**config.mk**
```make
export PLATFORM = sky130hd
export DESIGN_NAME = tree_router_node
export DESIGN_NICKNAME = d
export VERILOG_FILES = /design/src/rtl/trn_pkg.sv /design/src/rtl/trn_rr_arb.sv /design/src/rtl/trn_path_lock.sv /design/src/rtl/tree_router_node.sv
export SDC_FILE = /design/constraint.sdc
export NUM_CORES = 1
export LEC_CHECK = 0
export ABC_AREA = 1
export BUFFER_PORTS_ARGS = -buffer_cell sky130_fd_sc_hd__buf_2
export CAP_MARGIN = 40
export CORE_UTILIZATION = 40
export DETAILED_ROUTE_END_ITERATION = 7
export PLACE_DENSITY = 0.68
export SKIP_CTS_REPAIR_TIMING = 1
export SYNTH_ARGS = -nofsm -noshare
export SYNTH_HDL_FRONTEND = slang
export SYNTH_SLANG_ARGS = --single-unit
```
**constraint.sdc**
```tcl
create_clock -name clk -period 5.11 [get_ports clk]
set_clock_uncertainty 0.05 [all_clocks]
set_input_delay 1.022 -clock clk [delete_from_list [all_inputs] [get_ports clk]]
set_output_delay 1.022 -clock clk [all_outputs]
set_load 0.1 [all_outputs]
```
**src/rtl/trn_pkg.sv**
```systemverilog
package trn_pkg;
    typedef enum logic {PATH_UP = 1'b0, PATH_DN = 1'b1} path_e;
endpackage

```
**src/rtl/trn_rr_arb.sv**
```systemverilog
module trn_rr_arb #(
    parameter int N = 6,
    localparam int IW = (N > 1) ? $clog2(N) : 1
) (
    input  logic          clk,
    input  logic          rst_n,
    input  logic [N-1:0]  req,
    input  logic          adv,
    output logic [IW-1:0] gnt_idx
);
    typedef struct packed { logic [IW-1:0] ptr; } arb_st_t;
    arb_st_t st_q, st_d;

    always_comb begin
        logic found;
        int   idx;
        st_d    = st_q;
        gnt_idx = '0;
        found   = 1'b0;
        for (int off = 0; off < N; off++) begin
            idx = int'(st_q.ptr) + off;
            if (idx >= N) idx -= N;
            if (!found && req[idx]) begin
                found   = 1'b1;
                gnt_idx = IW'(idx);
            end
        end
        if (adv && found)
            st_d.ptr = (int'(gnt_idx) == N - 1) ? '0 : gnt_idx + 1'b1;
    end

    always_ff @(posedge clk) begin
        if (!rst_n) st_q <= '0;
        else        st_q <= st_d;
    end


    adv_has_req_chk: assert property (@(posedge clk) disable iff (!rst_n)
        adv |-> (|req));
endmodule

```
**src/rtl/trn_path_lock.sv**
```systemverilog
module trn_path_lock #(
    parameter int NIN = 6,
    parameter int TW  = 1,
    localparam int IW = (NIN > 1) ? $clog2(NIN) : 1
) (
    input  logic              clk,
    input  logic              rst_n,
    input  logic [NIN-1:0]    req,
    input  logic [NIN*TW-1:0] tag_in,
    input  logic              xfer,
    input  logic              last,
    output logic              busy,
    output logic [IW-1:0]     owner,
    output logic              first,
    output logic [TW-1:0]     tag
);
    typedef struct packed {
        logic          busy;
        logic [IW-1:0] owner;
        logic          first;
        logic [TW-1:0] tag;
    } lock_st_t;
    lock_st_t st_q, st_d;
    logic [IW-1:0] gidx;
    logic          adv;

    assign adv = !st_q.busy && (|req);

    trn_rr_arb #(.N(NIN)) u_arb (
        .clk(clk), .rst_n(rst_n), .req(req), .adv(adv), .gnt_idx(gidx)
    );

    always_comb begin
        st_d = st_q;
        if (!st_q.busy) begin
            if (|req) begin
                st_d.busy  = 1'b1;
                st_d.owner = gidx;
                st_d.first = 1'b1;
                st_d.tag   = tag_in[int'(gidx)*TW +: TW];
            end
        end else if (xfer) begin
            st_d.first = 1'b0;
            if (last) st_d.busy = 1'b0;
        end
    end

    always_ff @(posedge clk) begin
        if (!rst_n) st_q <= '0;
        else        st_q <= st_d;
    end

    assign busy  = st_q.busy;
    assign owner = st_q.owner;
    assign first = st_q.first;
    assign tag   = st_q.tag;


    owner_hold_chk: assert property (@(posedge clk) disable iff (!rst_n)
        (st_q.busy && !(xfer && last)) |=> (st_q.busy && $stable(st_q.owner)));
endmodule

```
**src/rtl/tree_router_node.sv**
```systemverilog
module tree_router_node
    import trn_pkg::*;
#(
    parameter int NCH = 4,
    parameter int DW  = 16,
    parameter int HW  = 4,
    localparam int FW  = DW + 1,
    localparam int NIN = NCH + 2,
    localparam int IW  = $clog2(NIN),
    localparam int LOC = NCH,
    localparam int PAR = NCH + 1,
    localparam int DTW = NCH + 1
) (
    input  logic              clk,
    input  logic              rst_n,
    input  logic              accept_en,
    input  logic              par_in_valid,
    output logic              par_in_ready,
    input  logic [FW-1:0]     par_in_flit,
    output logic              par_out_valid,
    input  logic              par_out_ready,
    output logic [FW-1:0]     par_out_flit,
    input  logic [NCH-1:0]    chd_in_valid,
    output logic [NCH-1:0]    chd_in_ready,
    input  logic [NCH*FW-1:0] chd_in_flit,
    output logic [NCH-1:0]    chd_out_valid,
    input  logic [NCH-1:0]    chd_out_ready,
    output logic [NCH*FW-1:0] chd_out_flit,
    input  logic              loc_in_valid,
    output logic              loc_in_ready,
    input  logic [FW-1:0]     loc_in_flit,
    output logic              loc_out_valid,
    input  logic              loc_out_ready,
    output logic [FW-1:0]     loc_out_flit
);
    typedef struct packed { logic [NIN-1:0] sop; } node_st_t;
    node_st_t st_q, st_d;

    logic [NIN-1:0]         in_valid, in_ready;
    logic [NIN-1:0][FW-1:0] in_flit;
    path_e                  route [NIN];
    logic [NIN-1:0]         req_up, req_dn;
    logic [NIN*HW-1:0]      up_tag_in;
    logic [NIN*DTW-1:0]     dn_tag_in;

    logic          up_busy, up_first, up_xfer;
    logic [IW-1:0] up_owner;
    logic [HW-1:0] up_tag;
    logic [FW-1:0] up_word;
    logic          dn_busy, dn_first, dn_xfer, dn_base, dn_all;
    logic [IW-1:0] dn_owner;
    logic [DTW-1:0] dn_tag, rdy_v;
    logic [NCH-1:0] dn_sel;
    logic           dn_lsel;
    logic [FW-1:0]  dn_word, dn_flit;

    for (genvar c = 0; c < NCH; c++) begin : g_chd
        assign in_valid[c]            = chd_in_valid[c];
        assign in_flit[c]             = chd_in_flit[c*FW +: FW];
        assign chd_in_ready[c]        = in_ready[c];
        assign chd_out_flit[c*FW +: FW] = dn_flit;
        assign chd_out_valid[c]       = dn_base && dn_sel[c] && (&(rdy_v | (DTW'(1) << c)));
    end
    assign in_valid[LOC] = loc_in_valid;
    assign in_flit[LOC]  = loc_in_flit;
    assign loc_in_ready  = in_ready[LOC];
    assign in_valid[PAR] = par_in_valid;
    assign in_flit[PAR]  = par_in_flit;
    assign par_in_ready  = in_ready[PAR];

    // header decode per input: direction, hop count and root mask
    always_comb begin
        logic          phase;
        logic [HW-1:0] hop;
        for (int i = 0; i < NIN; i++) begin
            phase = in_flit[i][DW-1];
            hop   = in_flit[i][DW-2 -: HW];
            route[i] = (i != PAR && !phase && hop != '0) ? PATH_UP : PATH_DN;
            req_up[i] = in_valid[i] && st_q.sop[i] && (route[i] == PATH_UP);
            req_dn[i] = in_valid[i] && st_q.sop[i] && (route[i] == PATH_DN);
            up_tag_in[i*HW +: HW] = hop;
            dn_tag_in[i*DTW +: DTW] = {accept_en,
                (i == PAR || phase) ? {NCH{1'b1}} : in_flit[i][NCH-1:0]};
        end
    end

    trn_path_lock #(.NIN(NIN), .TW(HW)) u_up_lock (
        .clk(clk), .rst_n(rst_n), .req(req_up), .tag_in(up_tag_in),
        .xfer(up_xfer), .last(up_word[DW]),
        .busy(up_busy), .owner(up_owner), .first(up_first), .tag(up_tag)
    );

    trn_path_lock #(.NIN(NIN), .TW(DTW)) u_dn_lock (
        .clk(clk), .rst_n(rst_n), .req(req_dn), .tag_in(dn_tag_in),
        .xfer(dn_xfer), .last(dn_word[DW]),
        .busy(dn_busy), .owner(dn_owner), .first(dn_first), .tag(dn_tag)
    );

    // upward path: single output, hop count decremented on the header
    always_comb begin
        up_word       = in_flit[up_owner];
        par_out_valid = up_busy && in_valid[up_owner];
        par_out_flit  = up_word;
        if (up_first) par_out_flit[DW-2 -: HW] = up_word[DW-2 -: HW] - 1'b1;
        up_xfer = par_out_valid && par_out_ready;
    end

    // downward path: lockstep copy to the selected children and local port
    always_comb begin
        dn_word = in_flit[dn_owner];
        dn_flit = dn_word;
        if (dn_first) dn_flit[DW-1] = 1'b1;
        dn_sel  = dn_tag[NCH-1:0];
        dn_lsel = dn_tag[NCH];
        dn_base = dn_busy && in_valid[dn_owner];
        rdy_v   = {loc_out_ready, chd_out_ready} | ~{dn_lsel, dn_sel};
        dn_all  = &rdy_v;
        dn_xfer = dn_base && dn_all;
    end
    assign loc_out_flit  = dn_flit;
    assign loc_out_valid = dn_base && dn_lsel && (&(rdy_v | (DTW'(1) << NCH)));

    always_comb begin
        st_d = st_q;
        for (int i = 0; i < NIN; i++) begin
            in_ready[i] = (up_busy && up_owner == IW'(i) && par_out_ready) ||
                          (dn_busy && dn_owner == IW'(i) && dn_all);
            if (in_valid[i] && in_ready[i]) st_d.sop[i] = in_flit[i][DW];
        end
    end

    always_ff @(posedge clk) begin
        if (!rst_n) st_q <= '{sop: '1};
        else        st_q <= st_d;
    end


    up_src_chk: assert property (@(posedge clk) disable iff (!rst_n)
        par_out_valid |-> (up_owner != IW'(PAR)));

    hop_dec_chk: assert property (@(posedge clk) disable iff (!rst_n)
        (par_out_valid && up_first) |-> (par_out_flit[DW-2 -: HW] == up_tag - 1'b1));

    par_bcast_chk: assert property (@(posedge clk) disable iff (!rst_n)
        (dn_busy && dn_owner == IW'(PAR)) |-> (dn_sel == {NCH{1'b1}}));

    lockstep_chk: assert property (@(posedge clk) disable iff (!rst_n)
        (|(chd_out_valid & chd_out_ready)) |-> ((chd_out_valid & chd_out_ready) == dn_sel));
endmodule

```
# == Word-level counts from Yosys, hierarchy flattened ==
# Index checks and enable logic that the tools add are counted.
# W data, S select, Z words.
# totals
reg_bits,31
latchBits,0
ram_bits,0
rom_bits,0
in_bits,117
out_inout_bits,114
word_cells,317
memories,0
# classes
addsub,25
mul,1
n_div,0
magnitude_cmp,26
n_eq_ne,14
n_shift,2
muxes,106
bitwise_logic,4
reduce_logical,123
# ops
op,n
$lt A32 B5 Y1 const B,12
$mux W32,12
$bmux W17 S3,2
$logic_and A1 B1 Y1,79
$mux W1,54
$sub A4 B3 Y5 const B,10
$bmux W1 S3,14
$mux W3,14
$ge A4 B3 Y1 const B,10
$mux W17,2
$shiftx A30 B32 Y5,1
$mux W4,6
$shiftx A24 B6 Y4,1
$reduce_and A4 Y1,5
$reduce_bool A4 Y1,5
$eq A3 B3 Y1 const B,6
$logic_not A1 Y1,17
$add A3 B2 Y4 const B,4
$add A3 B3 Y4 const B,4
$eq A3 B2 Y1 const B,4
$mux W10,1
$mux W9,1
$add A3 B1 Y4 const B,2
$lt A3 B4 Y1 const B,2
other kinds (18),33

# == Logic depth before layout (Yosys ltp) ==
# depth
word_depth,27
depth_mapped,29
depth_no_buf,28

# == By module ==
# From an unflattened synthesis, not the netlist that was laid out.
# hier_totals
hier_cells,1261
area_unflattened_um2,6730.2
# by_module_without_submodules
module,instances,cells_per_inst,area_each_um2,seq_area_each_um2
tree_router_node,1,590,3035.4,120.1
trn_rr_arb at u_up_lock.u_arb,1,214,1191.1,60.1
trn_rr_arb at u_dn_lock.u_arb,1,193,1121.1,60.1
trn_path_lock at u_dn_lock,1,139,725.7,200.2
trn_path_lock at u_up_lock,1,125,656.9,180.2

# == Worst setup path after synthesis ==
# No wires, ideal clock.
# synth_path
kind,in2out
start,input chd_in_valid[3]
end,output chd_out_valid[2]
t_arrival_ns,4.243
required_time_ns,4.038
setup_slack_ns,-0.205
stages,6
n_path_buf,0
cell_sequence,inv_1 -> o22ai_1 -> o21ai_0 -> nand2_1 -> inv_1 -> nor4_1
# synth_via
elab_chain_len,5
# synth_lines
element,line_no,source
"start, declared",tree_router_node.sv:23,"input logic [NCH-1:0] chd_in_valid,"
$bmux W1 S3,tree_router_node.sv:115,dn_base = dn_busy && in_valid[dn_owner];
$mux W1 (not written as such),tree_router_node.sv:115,
$logic_and A1 B1 Y1,tree_router_node.sv:115,
$logic_and A1 B1 Y1 (2 in a row),tree_router_node.sv:62,assign chd_out_valid[c] = dn_base && dn_sel[c] && (&(rdy_v | (DTW'(1) << c)));
"end, declared",tree_router_node.sv:26,"output logic [NCH-1:0] chd_out_valid,"
# No other way between the ends. The select of a mux whose other input is x is not followed.

# == Final worst setup path ==
# layout_path
start,input chd_out_ready[0]
end,output par_in_ready
# layout_via
elab_chain_len,4
# layout_lines
element,line_no,source
"start, declared",tree_router_node.sv:27,"input logic [NCH-1:0] chd_out_ready,"
$or A5 B5 Y5,tree_router_node.sv:116,"rdy_v = {loc_out_ready, chd_out_ready} | ~{dn_lsel, dn_sel};"
$reduce_and A5 Y1,tree_router_node.sv:117,dn_all = &rdy_v;
$logic_and A1 B1 Y1,tree_router_node.sv:127,(dn_busy && dn_owner == IW'(i) && dn_all);
$logic_or A1 B1 Y1,tree_router_node.sv:126,in_ready[i] = (up_busy && up_owner == IW'(i) && par_out_ready) ||
"end, declared",tree_router_node.sv:18,"output logic par_in_ready,"
# No other way between the ends.

==> impl_metrics.tcl <==
set metrics [dict create \
    synth-edff-count 0 \
    r2r_end "u_dn_lock.tag[2]$_SDFFE_PN0P_" \
    drive_gt1_frac 0.2578 \
    crit_chain "buf_2 > o22ai_1 > nor2_1 > inv_1 > nor2_1 > inv_1 > o32ai_1 > buf_2" \
    grt_pass1_vias 6371 \
    cp-end-kind "output pin" \
    syn_inst 1018 \
    synth_warnings 0 \
    fin_cells 1340 \
    ys_types 52 \
    antenna_left 0 \
    place_congestion 0.9648 \
    netlist_area_um2 5664 \
    tightest_slew_ns 0.8377 \
    synth_nets 1162 \
    path_class "primary input to output pin" \
    die_y_um 121.0 \
    slew_violations 0 \
    rsz0062_at_grt "false" \
    crit_path_start "chd_out_ready[0]" \
    viasPerCell 5.422 \
    post-place-ws_ns 1.185 \
    cts.reportedPaths.clkPinSlew_ns 0.08 \
    critPathTopFamily "buffers and inverters" \
    avgRoutedWirePerCell_um 14.86 \
    io_pins 231 \
    final_util 0.4734 \
    grtUsageTotal 0.2665 \
    yosys_register_bits 27 \
    overflow 0 \
    critPathRequiredTime_ns 4.04 \
    async_reset_ff_frac 0 \
    r2r_slack_ns 1.59 \
    areaGrowthSynthToFinish_pct 15.57 \
    grt_max_degree 35 \
    num_vias 7265 \
    setup_ws_ns 1.123 \
    io_buffers 230 \
    cts_buffer_depth 2 \
    status "completed" \
    synthFlopType "dfxtp_1" \
    drt_iter0_markers 758 \
    final_net_count 1305 \
    grt_first_pass_wirelength_mm 31.74 \
    drc_errors 0 \
    crit_path_start_kind "primary input" \
    slowest_delay_ns 0.53 \
    path_depth 8 \
    core_area_um2 13830 \
    reg2reg_depth 25 \
    std_cell_rows 43 \
    initial_utilization 0.4096 \
    fin_crit_sh 0.7803 \
    clk_latency_ns 0.28 \
    clock-sinks 27 \
    dp_hpwl_mm 15.90 \
    slew_headroom 0.4409 \
    cts_tree "yes" \
    period_minus_slack_ns 3.987 \
    avgSynthCellArea_um2 5.564 \
    antenna_cells 0 \
    hp-class "flop to flop" \
    setup_viol 0 \
    dp.cells 1336 \
    firstDrtPassIters 5 \
    worstPathArrival_ns 2.92 \
    crit_buf_inv 4 \
    htree_levels 1 \
    totalWireLength_mm 19.92 \
    setup-tns-final_ns 0 \
    drv_cap 0 \
    cts-root-buf "clkbuf_16" \
    r2r_start "u_dn_lock.u_arb.st_q[1]$_SDFFE_PN0P_" \
    crit_end "par_in_ready" \
    yosysSeqAreaShare 0.09543 \
    design.die.area_um2 14640 \
    fmax_mhz 250.8 \
    hold_viol_final 0 \
    cts_buffers 3 \
    cp_slowest_cell "buf_2" \
    die_x_um 121.0 \
    cp_max_fo 7 \
    antenna_found_initial 0 \
]
## Yosys cell counts, types with 2 or more instances
| cell type | count | area share |
|---|---|---|
| a21oi_1 | 49 | 0.043 |
| a221oi_1 | 2 | 0.0031 |
| a22oi_1 | 47 | 0.062 |
| a32oi_1 | 2 | 0.0031 |
| and2_1 | 2 | 0.0022 |
| buf_1 | 3 | 0.0020 |
| buf_4 | 72 | 0.095 |
| clkbuf_1 | 23 | 0.015 |
| clkinv_1 | 3 | 0.0020 |
| dfxtp_1 | 27 | 0.095 |
| ha_1 | 27 | 0.060 |
| inv_1 | 96 | 0.064 |
| inv_2 | 18 | 0.012 |
| nand2_1 | 330 | 0.22 |
| nand2_2 | 8 | 0.0088 |
| nand2_4 | 3 | 0.0060 |
| nand3_1 | 87 | 0.077 |
| nand3_2 | 2 | 0.0035 |
| nand3b_1 | 3 | 0.0040 |
| nand4_1 | 21 | 0.023 |
| nor2_1 | 64 | 0.042 |
| nor2_4 | 4 | 0.0080 |
| o211ai_1 | 5 | 0.0066 |
| o21ai_0 | 40 | 0.035 |
| o21ai_1 | 16 | 0.014 |
| o21ai_2 | 3 | 0.0046 |
| o221ai_1 | 4 | 0.0062 |
| o22ai_1 | 12 | 0.013 |
| o32ai_1 | 6 | 0.0093 |
| or2_2 | 7 | 0.0077 |
| xnor2_1 | 2 | 0.0031 |
| xor2_1 | 9 | 0.014 |
| xor2_2 | 2 | 0.0057 |
## sequential cells by signal (all words and copies together) (netlist names)
register and count:
u_dn_lock.first 1, u_dn_lock.owner 3, u_up_lock.busy 1, u_dn_lock.busy 1, u_up_lock.owner 3, u_dn_lock.u_arb.st_q 3
u_up_lock.u_arb.st_q 3, u_dn_lock.tag 5, u_up_lock.first 1, st_q 6
## how the worst min path moves through the flow
| stage | cells past startpoint | to | startpoint |
|---|---|---|---|
| detailed placement | 2 | st_q[0]$_SDFFE_PN1P_ | st_q[0]$_SDFFE_PN1P_ |
| global placement | 2 | st_q[5]$_SDFFE_PN1P_ | st_q[5]$_SDFFE_PN1P_ |
| finish | 2 | st_q[0]$_SDFFE_PN1P_ | st_q[0]$_SDFFE_PN1P_ |
| floorplan | 2 | st_q[0]$_SDFFE_PN1P_ | st_q[0]$_SDFFE_PN1P_ |
| global route | 2 | st_q[0]$_SDFFE_PN1P_ | st_q[0]$_SDFFE_PN1P_ |
| CTS | 2 | st_q[5]$_SDFFE_PN1P_ | st_q[5]$_SDFFE_PN1P_ |
## placed cells by master, fill, tap and decap left out, types with 3 or more instances in the layout
cell	count
nand4_1	21
o211ai_1	5
o21ai_0	40
nand2_1	330
ha_1	27
a22oi_1	47
inv_1	96
nand3b_1	3
or2_2	7
nand2_2	8
o21ai_1	16
nand3_1	87
a21oi_1	49
nand2_4	3
nor2_2	5
inv_2	18
clkinv_1	3
buf_2	230
o21ai_2	3
nor2_1	60
buf_4	8
dfxtp_1	27
o221ai_1	4
o32ai_1	6
o22ai_1	12
clkbuf_16	3
xor2_1	9
nor2_4	4
## layer usage
layer,up-vias,track usage,share of wire
li1,3585,-,-
met2,405,0.4018,0.42
met5,-,0,0
met3,23,0.04276,0.11
met1,3252,0.3976,0.45
met4,0,0.04475,0.013
## stage by stage
stage / instance area (µm²) / hold slack [ns]
CTS: 6546 / 0.4207
finish: 6546 / 0.4169
detailed placement: 6462 / 0.3995
global placement: 6462 / 0.3925
floorplan: 5670 / 0.3785
global route: 6546 / 0.4559
## cell type report
cell class	instances	area, µm²
clock buffer	3	75.07
clock inverter	1	8.758
fill	1544	7281
inverter	118	445.4
multi-input combinational	773	4040
sequential	27	540.5
tap	180	225.2
timing repair buffer	238	1211
## worst reg2reg max path, stage by stage (launching register included)
cell and delay, ns:
dfxtp_1 0.55, inv_2 0.16, ha_1 0.45, inv_1 0.15, ha_1 0.22, nor2_1 0.12, nand2_1 0.08, inv_2 0.08
o21ai_1 0.09, nand2_1 0.06, nand2_1 0.08, nand2_1 0.07, nand2_1 0.05, nand2_1 0.12, inv_2 0.07, nor2_4 0.16
nand2_2 0.08, nand2_2 0.10, nand2_4 0.10, nand2_4 0.13, nand2_1 0.07, nand2_1 0.07, nand2_1 0.05, nand3_1 0.09
nand2_1 0.07, a21oi_1 0.11
## logic make-up after synthesis
group	count (synthesis)	synth area share
adders and majority gates	27	0.05964
and+or+nand+nor	538	0.4135
buffers and inverters	218	0.1942
DFF	27	0.09543
xor gates and xnor gates	13	0.02275
muxes	1	0.001767
AOI/OAI and AO/OA	194	0.2127
Power is not shown: default switching activity piles up to over one toggle a cycle in this logic, so the estimate is an artifact.
